[src/rtl/hmbx_pkg.sv]
package hmbx_pkg;

    localparam int DW    = 16;
    localparam int AW    = 3;
    localparam int NDATA = 6;
    localparam int HALF  = DW / 2;
    localparam int SWRST_BIT = 7;

    localparam logic [AW-1:0] ADDR_NDATA = AW'(NDATA);
    localparam logic [AW-1:0] ADDR_HSTAT = AW'(NDATA);
    localparam logic [AW-1:0] ADDR_CSTAT = AW'(NDATA + 1);

    typedef struct packed {
        logic narrow;
        logic rw_ds;
        logic muxed;
    } mode_t;

    typedef struct packed {
        logic          a_n;
        logic          b_n;
        logic          ale;
        logic [AW-1:0] addr;
        logic [DW-1:0] data;
    } hpins_t;

    typedef enum logic [1:0] {
        ACC_NONE = 2'd0,
        ACC_RD   = 2'd1,
        ACC_WR   = 2'd2
    } acc_t;

    typedef struct packed {
        logic          valid;
        logic          is_wr;
        logic [AW-1:0] addr;
        logic [DW-1:0] data;
    } hev_t;

    typedef struct packed {
        logic [DW-1:0] word;
        logic          hflag;
        logic          cflag;
    } slot_t;

    localparam hpins_t PIN_IDLE = '{a_n: 1'b1, b_n: 1'b1, ale: 1'b0,
                                    addr: '0, data: '0};

    function automatic acc_t decode_strobes(input mode_t m, input logic a_n,
                                            input logic b_n);
        acc_t r;
        r = ACC_NONE;
        if (m.rw_ds) begin
            if (!b_n) r = a_n ? ACC_RD : ACC_WR;
        end else if (!a_n && b_n) begin
            r = ACC_RD;
        end else if (a_n && !b_n) begin
            r = ACC_WR;
        end
        return r;
    endfunction

    function automatic logic [DW-1:0] fit_width(input logic narrow,
                                                input logic [DW-1:0] v);
        return narrow ? {{(DW-HALF){1'b0}}, v[HALF-1:0]} : v;
    endfunction

    function automatic logic [DW-1:0] status_word(input logic [NDATA-1:0] f);
        return {{(DW-NDATA){1'b0}}, f};
    endfunction

endpackage

[src/rtl/hmbx_sync.sv]
module hmbx_sync #(
    parameter int             W      = 8,
    parameter int             STAGES = 2,
    parameter logic [W-1:0]   RSTVAL = '0
) (
    input  logic         clk,
    input  logic         rst,
    input  logic [W-1:0] d,
    output logic [W-1:0] q
);
    logic [W-1:0] stg [STAGES];

    always_ff @(posedge clk) begin
        if (rst) begin
            for (int i = 0; i < STAGES; i++) stg[i] <= RSTVAL;
        end else begin
            stg[0] <= d;
            for (int i = 1; i < STAGES; i++) stg[i] <= stg[i-1];
        end
    end

    assign q = stg[STAGES-1];
endmodule

[src/rtl/hmbx_host_fe.sv]
module hmbx_host_fe
    import hmbx_pkg::*;
(
    input  logic   clk,
    input  logic   rst,
    input  mode_t  mode,
    input  hpins_t pins_s,
    output hev_t   ev,
    output logic   hack,
    output logic   rd_drive
);
    acc_t          acc, acc_q;
    logic [AW-1:0] alat_q;
    logic          start;

    assign acc   = decode_strobes(mode, pins_s.a_n, pins_s.b_n);
    assign start = (acc != ACC_NONE) && (acc != acc_q);

    always_ff @(posedge clk) begin
        if (rst) begin
            acc_q    <= ACC_NONE;
            alat_q   <= '0;
            hack     <= 1'b0;
            rd_drive <= 1'b0;
        end else begin
            acc_q <= acc;
            if (mode.muxed && pins_s.ale) alat_q <= pins_s.data[AW-1:0];
            if (start)                 hack <= 1'b1;
            else if (acc == ACC_NONE)  hack <= 1'b0;
            if (start && acc == ACC_RD) rd_drive <= 1'b1;
            else if (acc != ACC_RD)     rd_drive <= 1'b0;
        end
    end

    always_comb begin
        ev.valid = start;
        ev.is_wr = (acc == ACC_WR);
        ev.addr  = mode.muxed ? alat_q : pins_s.addr;
        ev.data  = fit_width(mode.narrow, pins_s.data);
    end

    // a captured access is acknowledged on the next cycle
    p_ack_after_capture_r11: assert property (@(posedge clk) disable iff (rst)
        ev.valid |=> hack);
    // acknowledge only drops once the strobe has been released
    p_ack_release_r11: assert property (@(posedge clk) disable iff (rst)
        $fell(hack) |-> ($past(acc) == ACC_NONE));
    // read data is only driven inside an acknowledged access
    p_drive_in_ack_r6: assert property (@(posedge clk) disable iff (rst)
        rd_drive |-> hack);
endmodule

[src/rtl/hmbx_regs.sv]
module hmbx_regs
    import hmbx_pkg::*;
(
    input  logic          clk,
    input  logic          rst,
    input  logic          narrow,
    input  hev_t          ev,
    input  logic [AW-1:0] core_sel,
    input  logic          core_rd,
    input  logic          core_wr,
    input  logic [DW-1:0] core_wdata,
    input  logic          core_mask_wr,
    output logic [DW-1:0] core_rdata,
    output logic [DW-1:0] hd_out,
    output logic          core_irq,
    output logic          swrst_req
);
    logic [DW-1:0]    words [NDATA];
    logic [NDATA-1:0] hflag, cflag, mask_q;
    logic             host_wr_hit, host_rd_hit, core_wr_hit, core_rd_hit;
    logic [DW-1:0]    host_view, core_view;

    assign host_wr_hit = ev.valid && ev.is_wr && (ev.addr < ADDR_NDATA);
    assign host_rd_hit = ev.valid && !ev.is_wr && (ev.addr < ADDR_NDATA);
    assign core_wr_hit = core_wr && (core_sel < ADDR_NDATA);
    assign core_rd_hit = core_rd && (core_sel < ADDR_NDATA);

    for (genvar i = 0; i < NDATA; i++) begin : g_slot
        localparam logic [AW-1:0] IDX = AW'(i);
        slot_t s_q;
        logic  hw, hr, cw, cr;
        assign hw = host_wr_hit && (ev.addr == IDX);
        assign hr = host_rd_hit && (ev.addr == IDX);
        assign cw = core_wr_hit && (core_sel == IDX);
        assign cr = core_rd_hit && (core_sel == IDX);

        always_ff @(posedge clk) begin
            if (rst) begin
                s_q <= '0;
            end else begin
                if (hw)      s_q.word <= ev.data;
                else if (cw) s_q.word <= core_wdata;
                if (hw)      s_q.hflag <= 1'b1;
                else if (cr) s_q.hflag <= 1'b0;
                if (cw && !hw) s_q.cflag <= 1'b1;
                else if (hr)   s_q.cflag <= 1'b0;
            end
        end

        assign words[i] = s_q.word;
        assign hflag[i] = s_q.hflag;
        assign cflag[i] = s_q.cflag;
    end

    always_comb begin
        if (ev.addr < ADDR_NDATA)       host_view = words[ev.addr];
        else if (ev.addr == ADDR_HSTAT) host_view = status_word(hflag);
        else                            host_view = status_word(cflag);
        if (core_sel < ADDR_NDATA)       core_view = words[core_sel];
        else if (core_sel == ADDR_HSTAT) core_view = status_word(hflag);
        else                             core_view = status_word(cflag);
    end

    always_ff @(posedge clk) begin
        if (rst) begin
            core_rdata <= '0;
            hd_out     <= '0;
            mask_q     <= '0;
        end else begin
            if (core_rd)                  core_rdata <= core_view;
            if (ev.valid && !ev.is_wr)    hd_out <= fit_width(narrow, host_view);
            if (core_mask_wr)             mask_q <= core_wdata[NDATA-1:0];
        end
    end

    assign core_irq  = |(hflag & mask_q);
    assign swrst_req = ev.valid && ev.is_wr && (ev.addr == ADDR_CSTAT)
                       && ev.data[SWRST_BIT];

    // in 8-bit mode the captured host word has a zero upper byte
    p_narrow_upper_zero_r5: assert property (@(posedge clk) disable iff (rst)
        (ev.valid && ev.is_wr && narrow) |-> (ev.data[DW-1:HALF] == '0));
    // a host write raises that register's host flag
    p_flag_set_r7: assert property (@(posedge clk) disable iff (rst)
        host_wr_hit |=> hflag[$past(ev.addr)]);
    // a core read lowers the host flag unless a host write collides
    p_core_read_clears_r7: assert property (@(posedge clk) disable iff (rst)
        (core_rd_hit && !host_wr_hit) |=> !hflag[$past(core_sel)]);
    // a host read lowers the core flag unless a core write collides
    p_host_read_clears_r8: assert property (@(posedge clk) disable iff (rst)
        (host_rd_hit && !core_wr_hit) |=> !cflag[$past(ev.addr)]);
endmodule

[src/rtl/hmbx_rstgen.sv]
module hmbx_rstgen #(
    parameter int LEN = 5
) (
    input  logic clk,
    input  logic rst,
    input  logic req,
    output logic pulse
);
    localparam int CW = $clog2(LEN + 1);
    logic [CW-1:0] cnt_q;

    always_ff @(posedge clk) begin
        if (rst)              cnt_q <= '0;
        else if (req)         cnt_q <= CW'(LEN);
        else if (cnt_q != '0) cnt_q <= cnt_q - 1'b1;
    end

    assign pulse = (cnt_q != '0);

    logic [7:0] run_q;
    always_ff @(posedge clk) begin
        if (rst)                 run_q <= '0;
        else if (!pulse)         run_q <= '0;
        else if (run_q != 8'hFF) run_q <= run_q + 8'd1;
    end

    // every pulse lasts at least the configured length
    p_pulse_len_r10: assert property (@(posedge clk) disable iff (rst)
        $fell(pulse) |-> (32'(run_q) >= LEN || run_q == 8'hFF));
endmodule

[src/rtl/hmbx_port.sv]
module hmbx_port
    import hmbx_pkg::*;
#(
    parameter int SYNC_STAGES = 2,
    parameter int SWRST_LEN   = 5
) (
    input  logic          clk,
    input  logic          rst,
    input  logic          cfg_narrow,
    input  logic          cfg_rw_ds,
    input  logic          cfg_muxed,
    input  logic          hst_a_n,
    input  logic          hst_b_n,
    input  logic          hst_ale,
    input  logic [2:0]    hst_addr,
    input  logic [15:0]   hd_in,
    output logic [15:0]   hd_out,
    output logic          hd_oe_lo,
    output logic          hd_oe_hi,
    output logic          hst_ack,
    input  logic [2:0]    core_sel,
    input  logic          core_rd,
    input  logic          core_wr,
    input  logic [15:0]   core_wdata,
    input  logic          core_mask_wr,
    output logic [15:0]   core_rdata,
    output logic          core_irq,
    output logic          core_swrst
);
    localparam int PW = $bits(hpins_t);

    mode_t          mode_q;
    hpins_t         pins_raw, pins_s;
    logic [PW-1:0]  pins_s_vec;
    hev_t           ev;
    logic           rd_drive, swrst_req;

    always_ff @(posedge clk) begin
        if (rst) mode_q <= '{narrow: cfg_narrow, rw_ds: cfg_rw_ds, muxed: cfg_muxed};
    end

    assign pins_raw = '{a_n: hst_a_n, b_n: hst_b_n, ale: hst_ale,
                        addr: hst_addr, data: hd_in};

    hmbx_sync #(.W(PW), .STAGES(SYNC_STAGES), .RSTVAL(PIN_IDLE)) u_sync (
        .clk (clk),
        .rst (rst),
        .d   (pins_raw),
        .q   (pins_s_vec)
    );
    assign pins_s = hpins_t'(pins_s_vec);

    hmbx_host_fe u_fe (
        .clk      (clk),
        .rst      (rst),
        .mode     (mode_q),
        .pins_s   (pins_s),
        .ev       (ev),
        .hack     (hst_ack),
        .rd_drive (rd_drive)
    );

    hmbx_regs u_regs (
        .clk          (clk),
        .rst          (rst),
        .narrow       (mode_q.narrow),
        .ev           (ev),
        .core_sel     (core_sel),
        .core_rd      (core_rd),
        .core_wr      (core_wr),
        .core_wdata   (core_wdata),
        .core_mask_wr (core_mask_wr),
        .core_rdata   (core_rdata),
        .hd_out       (hd_out),
        .core_irq     (core_irq),
        .swrst_req    (swrst_req)
    );

    hmbx_rstgen #(.LEN(SWRST_LEN)) u_rstgen (
        .clk   (clk),
        .rst   (rst),
        .req   (swrst_req),
        .pulse (core_swrst)
    );

    assign hd_oe_lo = rd_drive;
    assign hd_oe_hi = rd_drive && !mode_q.narrow;
endmodule

[config.mk]
export PLATFORM = sky130hd
export DESIGN_NAME = hmbx_port
export DESIGN_NICKNAME = d
export VERILOG_FILES = /design/src/rtl/hmbx_pkg.sv /design/src/rtl/hmbx_sync.sv /design/src/rtl/hmbx_host_fe.sv /design/src/rtl/hmbx_regs.sv /design/src/rtl/hmbx_rstgen.sv /design/src/rtl/hmbx_port.sv
export SDC_FILE = /design/constraint.sdc
export NUM_CORES = 1
export LEC_CHECK = 0
export ABC_AREA = 1
export ABC_CLOCK_PERIOD_IN_PS = 3800
export BUFFER_PORTS_ARGS = -buffer_cell sky130_fd_sc_hd__buf_2
export CORE_MARGIN = 3
export CORE_UTILIZATION = 60
export CTS_CLUSTER_DIAMETER = 50
export CTS_CLUSTER_SIZE = 24
export DETAILED_ROUTE_END_ITERATION = 16
export PLACE_DENSITY = 0.87
export SLEW_MARGIN = 20
export SYNTH_ARGS = -nofsm -noshare
export SYNTH_HDL_FRONTEND = slang
export SYNTH_HIERARCHICAL = 1
export SYNTH_SLANG_ARGS = --single-unit
[constraint.sdc]
create_clock -name clk -period 3.8 [get_ports clk]
set_input_delay 0 -clock clk [delete_from_list [all_inputs] [get_ports clk]]
set_output_delay 0 -clock clk [all_outputs]
set_load 0.03 [all_outputs]
==> impl.org <==
** Floorplanning
- Core Box Area :: 17500 sq um
- For this configuration, the core starts out at a cell density of 0.620.
- The initialized floorplan defines 48 standard-cell rows.
- From bottom edge to top edge, the die measures 140 um.
- I/O pins :: 86
- Die extent in x :: 140 um
- Die area :: 19700 sq um

** Global route
- Overall overflow remaining after global route :: 0
- Entering global routing, the biggest net connects 93 pins.
- Via count of the first global-routing pass :: 10.4k
- In this run the most used layer during global routing was met2.
- In the global route stage, met3 resource usage came out at 0.0823.
- In the global route stage, overall resource usage came out at 0.336.
- Number of antenna violations at the first check in global routing :: 0
- Global-route wire length before repair :: 53.9 mm
- For met1 alone, demand over resource in global routing was 0.455.
- For met2 alone, demand over resource in global routing was 0.528.

** Critical path
- Counting cells, the worst reg-to-reg path comes to 11.
- Worst EP arrival :: 3430 ps
- STA classifies the critical path endpoint as a register.
- Worst Path Max Fanout :: 22
- Type of the worst setup path :: reg2reg
- Kind of start point of the critical path :: register
- Required time at the endpoint of the critical path :: 4270 ps

** STA
- Final number of setup-violating endpoints :: 0
- The smallest clock period supported by the final layout is computed as 2960 ps.
- Fin Setup TNS :: 0 ps
- RSZ-0062 raised after global routing :: no
- Count of final hold-check violations :: 0
- In the finished design, the share of the clock period the worst path needs comes to 0.780.
- Slew at the pin closest to its max-slew limit :: 1060 ps
- In this run the tightest slew margin relative to its limit is 0.295.
- Max-slew violation total from the final report :: 0
- On the final layout, the worst hold slack is 44.6 ps.
- Static timing analysis puts the maximum clock frequency at 338 MHz.
- Final clock skew :: 19.6 ps

** Routing
- Number of DRC violations after detailed routing :: 0
- The first detailed-routing pass ran for 7 iterations.
- Detailed-route via count :: 11.4k
- The final layout contains routed wiring with a total length of 34.2 mm.
- Detail-routed via count per cell :: 5.60
- For this block, the initial DRC count from the detailed router was 1859.
- Post-DR wirelength/cell :: 16.8 um
- Once detail routing completed, the nets flagged for antenna violations numbered 0.

** Place
- RePlAce Congestion :: 0.961
- Count of port buffers added during placement :: 85
- Half-perimeter wire length after placement :: 21.8 mm

** Layout
- Area of combinational cells with multiple inputs :: 5240 sq um
- Share of final-layout standard cells stronger than drive strength 1 :: 0.110
- The net count of the finished layout is 1849.
- Across the whole layout, storage elements account for 4090 sq um.
- Relative to the synthesized area, the layout overhead comes to 14.1%.
- 0 antenna diodes ended up in the layout.
- After filler insertion, the fill cell instance count of the layout stands at 1485.
- Once layout is complete, the utilization of the core stands at 0.708.

** Power and ir drop
- PD cells :: 442 nW/um^2
- Cell leakage power :: 6.44 nW
- Largest vdd supply drop :: 0.392 mV

** Logic synthesis
- Netlist area before placement :: 10800 sq um
- Count of distinct cell types in the synthesized netlist :: 32
- Counting every instance in the synthesized netlist gives 1748.
- The share of synthesized area in the top cell type comes to 0.369.
- Largest cells by area after synthesis :: dfxtp_1, nand2_1, nand3_1, inv_1, nor2_1
- In the synthesized netlist, the cells that appear most often are nand2_1, nand3_1, inv_1, dfxtp_1, nor2_1.
- Most area-hungry cell type in the Yosys netlist :: dfxtp_1
- After synthesis, the share of flip-flops with an asynchronous set or reset is 0.
- The most used flip-flop cell after synthesis is dfxtp_1.
- Count of synthesis-stage warnings from yosys :: 6
- Most common cell in the netlist :: nand2_1
- After synthesis the netlist holds a flip-flop and latch count of 203.
- For this run, the register share of the synthesized area comes to 0.378.
- Average cell area after synthesis :: 6.20 sq um
- The synthesized design contains 3 enable-type register cells.
- The number of nets in the synthesized netlist is 1800.

** Clock tree
- Cts repair resizes :: 0
- Buffers added to address setup during post-CTS repair amount to 0.
- TritonCTS clock tree :: built
- Htree depth :: 1
- Total clock sinks :: 203
- Library cell used as clock root buffer :: clkbuf_16
- Clk pin slew, worst setup/hold paths :: 80 ps
- Number of buffers created by CTS :: 24
- The later pin in the worst-skew pair is clocked with a latency of 530 ps.
- Number of buffers between clock root and the deepest sink :: 3

** Worst hold path
- The worst hold path belongs to the class in2reg.
- The worst hold path passes through 5 cells.

** Run status
- Outcome :: finished, final reports clean

** Job
- The tool flagged a number of max-cap violations equal to 0.
-- power by group --
group	switching [W]	leakage (nW)	internal, W	total [W]
clock network	0.00124	0.461	0.00144	0.00268
logic	0.000367	4.32	0.000167	0.000534
registers	0.0000554	1.66	0.00220	0.00226
-- per-stage QoR --
stage	setup slack, ps	cell area (sq um)	power [W]	instances
finish	837	12400	0.00547	2040
global route	637	12400	0.00564	2040
CTS	921	12400	0.00547	2040
detailed placement	971	11000	0.00278	1952
global placement	1010	11000	0.00277	1952
floorplan	1700	10800	0.00265	1748
-- what timing repair did --
item                       in CTS  in global routing
hold endpoints to repair      137                  0
hold buffers                   44                  0
setup endpoints to repair       0                  0
-- final cells by class --
| cell class | instances | share of cell area |
|---|---|---|
| clock buffers | 25 | 0.0506 |
| repair buffers | 137 | 0.0749 |
| clock inverters | 19 | 0.0270 |
| flip-flops and latches | 203 | 0.331 |
| inverters | 230 | 0.0700 |
| multi-input cells | 1201 | 0.424 |
| well taps | 225 | 0.0228 |
-- cell usage in the layout (no fill, tap or decap) --
cell	n
nand2_1	705
nand3_1	221
inv_1	212
dfxtp_1	200
nor2_1	103
buf_2	85
a21oi_1	57
dlygate4sd3_1	44
o21ai_0	41
clkbuf_16	25
inv_2	16
nand2_2	15
nand4_1	13
nor2_4	12
nor2_2	8
buf_4	8
inv_12	7
inv_16	5
clkinv_8	5
nand3_2	5
o21a_1	5
edfxtp_1	3
mux2_2	3
a21boi_0	3
ha_1	3
nor3_1	2
bufinv_16	1
inv_6	1
o21ai_1	1
a221oi_1	1
inv_4	1
nor3_4	1
nor2_8	1
clkinv_1	1
o31ai_1	1
-- path summary, 6_finish.rpt --
| check | start | endpoint | slack [ps] |
|---|---|---|---|
| worst max-delay path | mode_q[0] | u_regs/g_slot[1].s_q[11] | 840 |
| worst min-delay path | core_sel[2] | u_regs/core_rdata[15] | 40 |
| worst max register to register | mode_q[0] | u_regs/g_slot[1].s_q[11] | 840 |
| worst min register to register | u_sync/stg[0][3] | u_sync/stg[0][25] | 400 |
-- per-layer routing --
layer	wire (um)	part of all wire
met5	0	0
met4	1030	0.030
met3	4490	0.13
met2	15200	0.44
met1	13500	0.39
-- flip-flops by register name (all words and copies together) (netlist names), 6 cells and up --
name / count
u_regs/g_slot.s_q: 102
u_regs/cflag: 6
u_sync/stg: 44
u_regs/core_rdata: 16
u_regs/mask_q: 6
u_regs/hd_out: 16
-- logic make-up (layout without fill, tap and decap cells) --
| logic type | count (synthesis) | in the layout | share of synthesized area |
|---|---|---|---|
| adders and majority gates | 3 | 3 | 0.00346 |
| and+or+nand+nor | 1086 | 1086 | 0.424 |
| DFF | 203 | 203 | 0.378 |
| AOI/OAI and AO/OA | 109 | 109 | 0.0528 |
| buffers and inverters | 344 | 411 | 0.139 |
| muxes | 3 | 3 | 0.00312 |
-- worst max-delay path, stage by stage, from the launching register on --
cell      delay, ps
edfxtp_1        460
mux2_2          510
inv_2           310
nand2_1         190
nor2_1           80
nand2_2         350
inv_2           260
nor2_4          420
nand2_1         100
nand3_1         100
nand2_1          50
inv_1            80
Power figures use the tool's default switching activity.
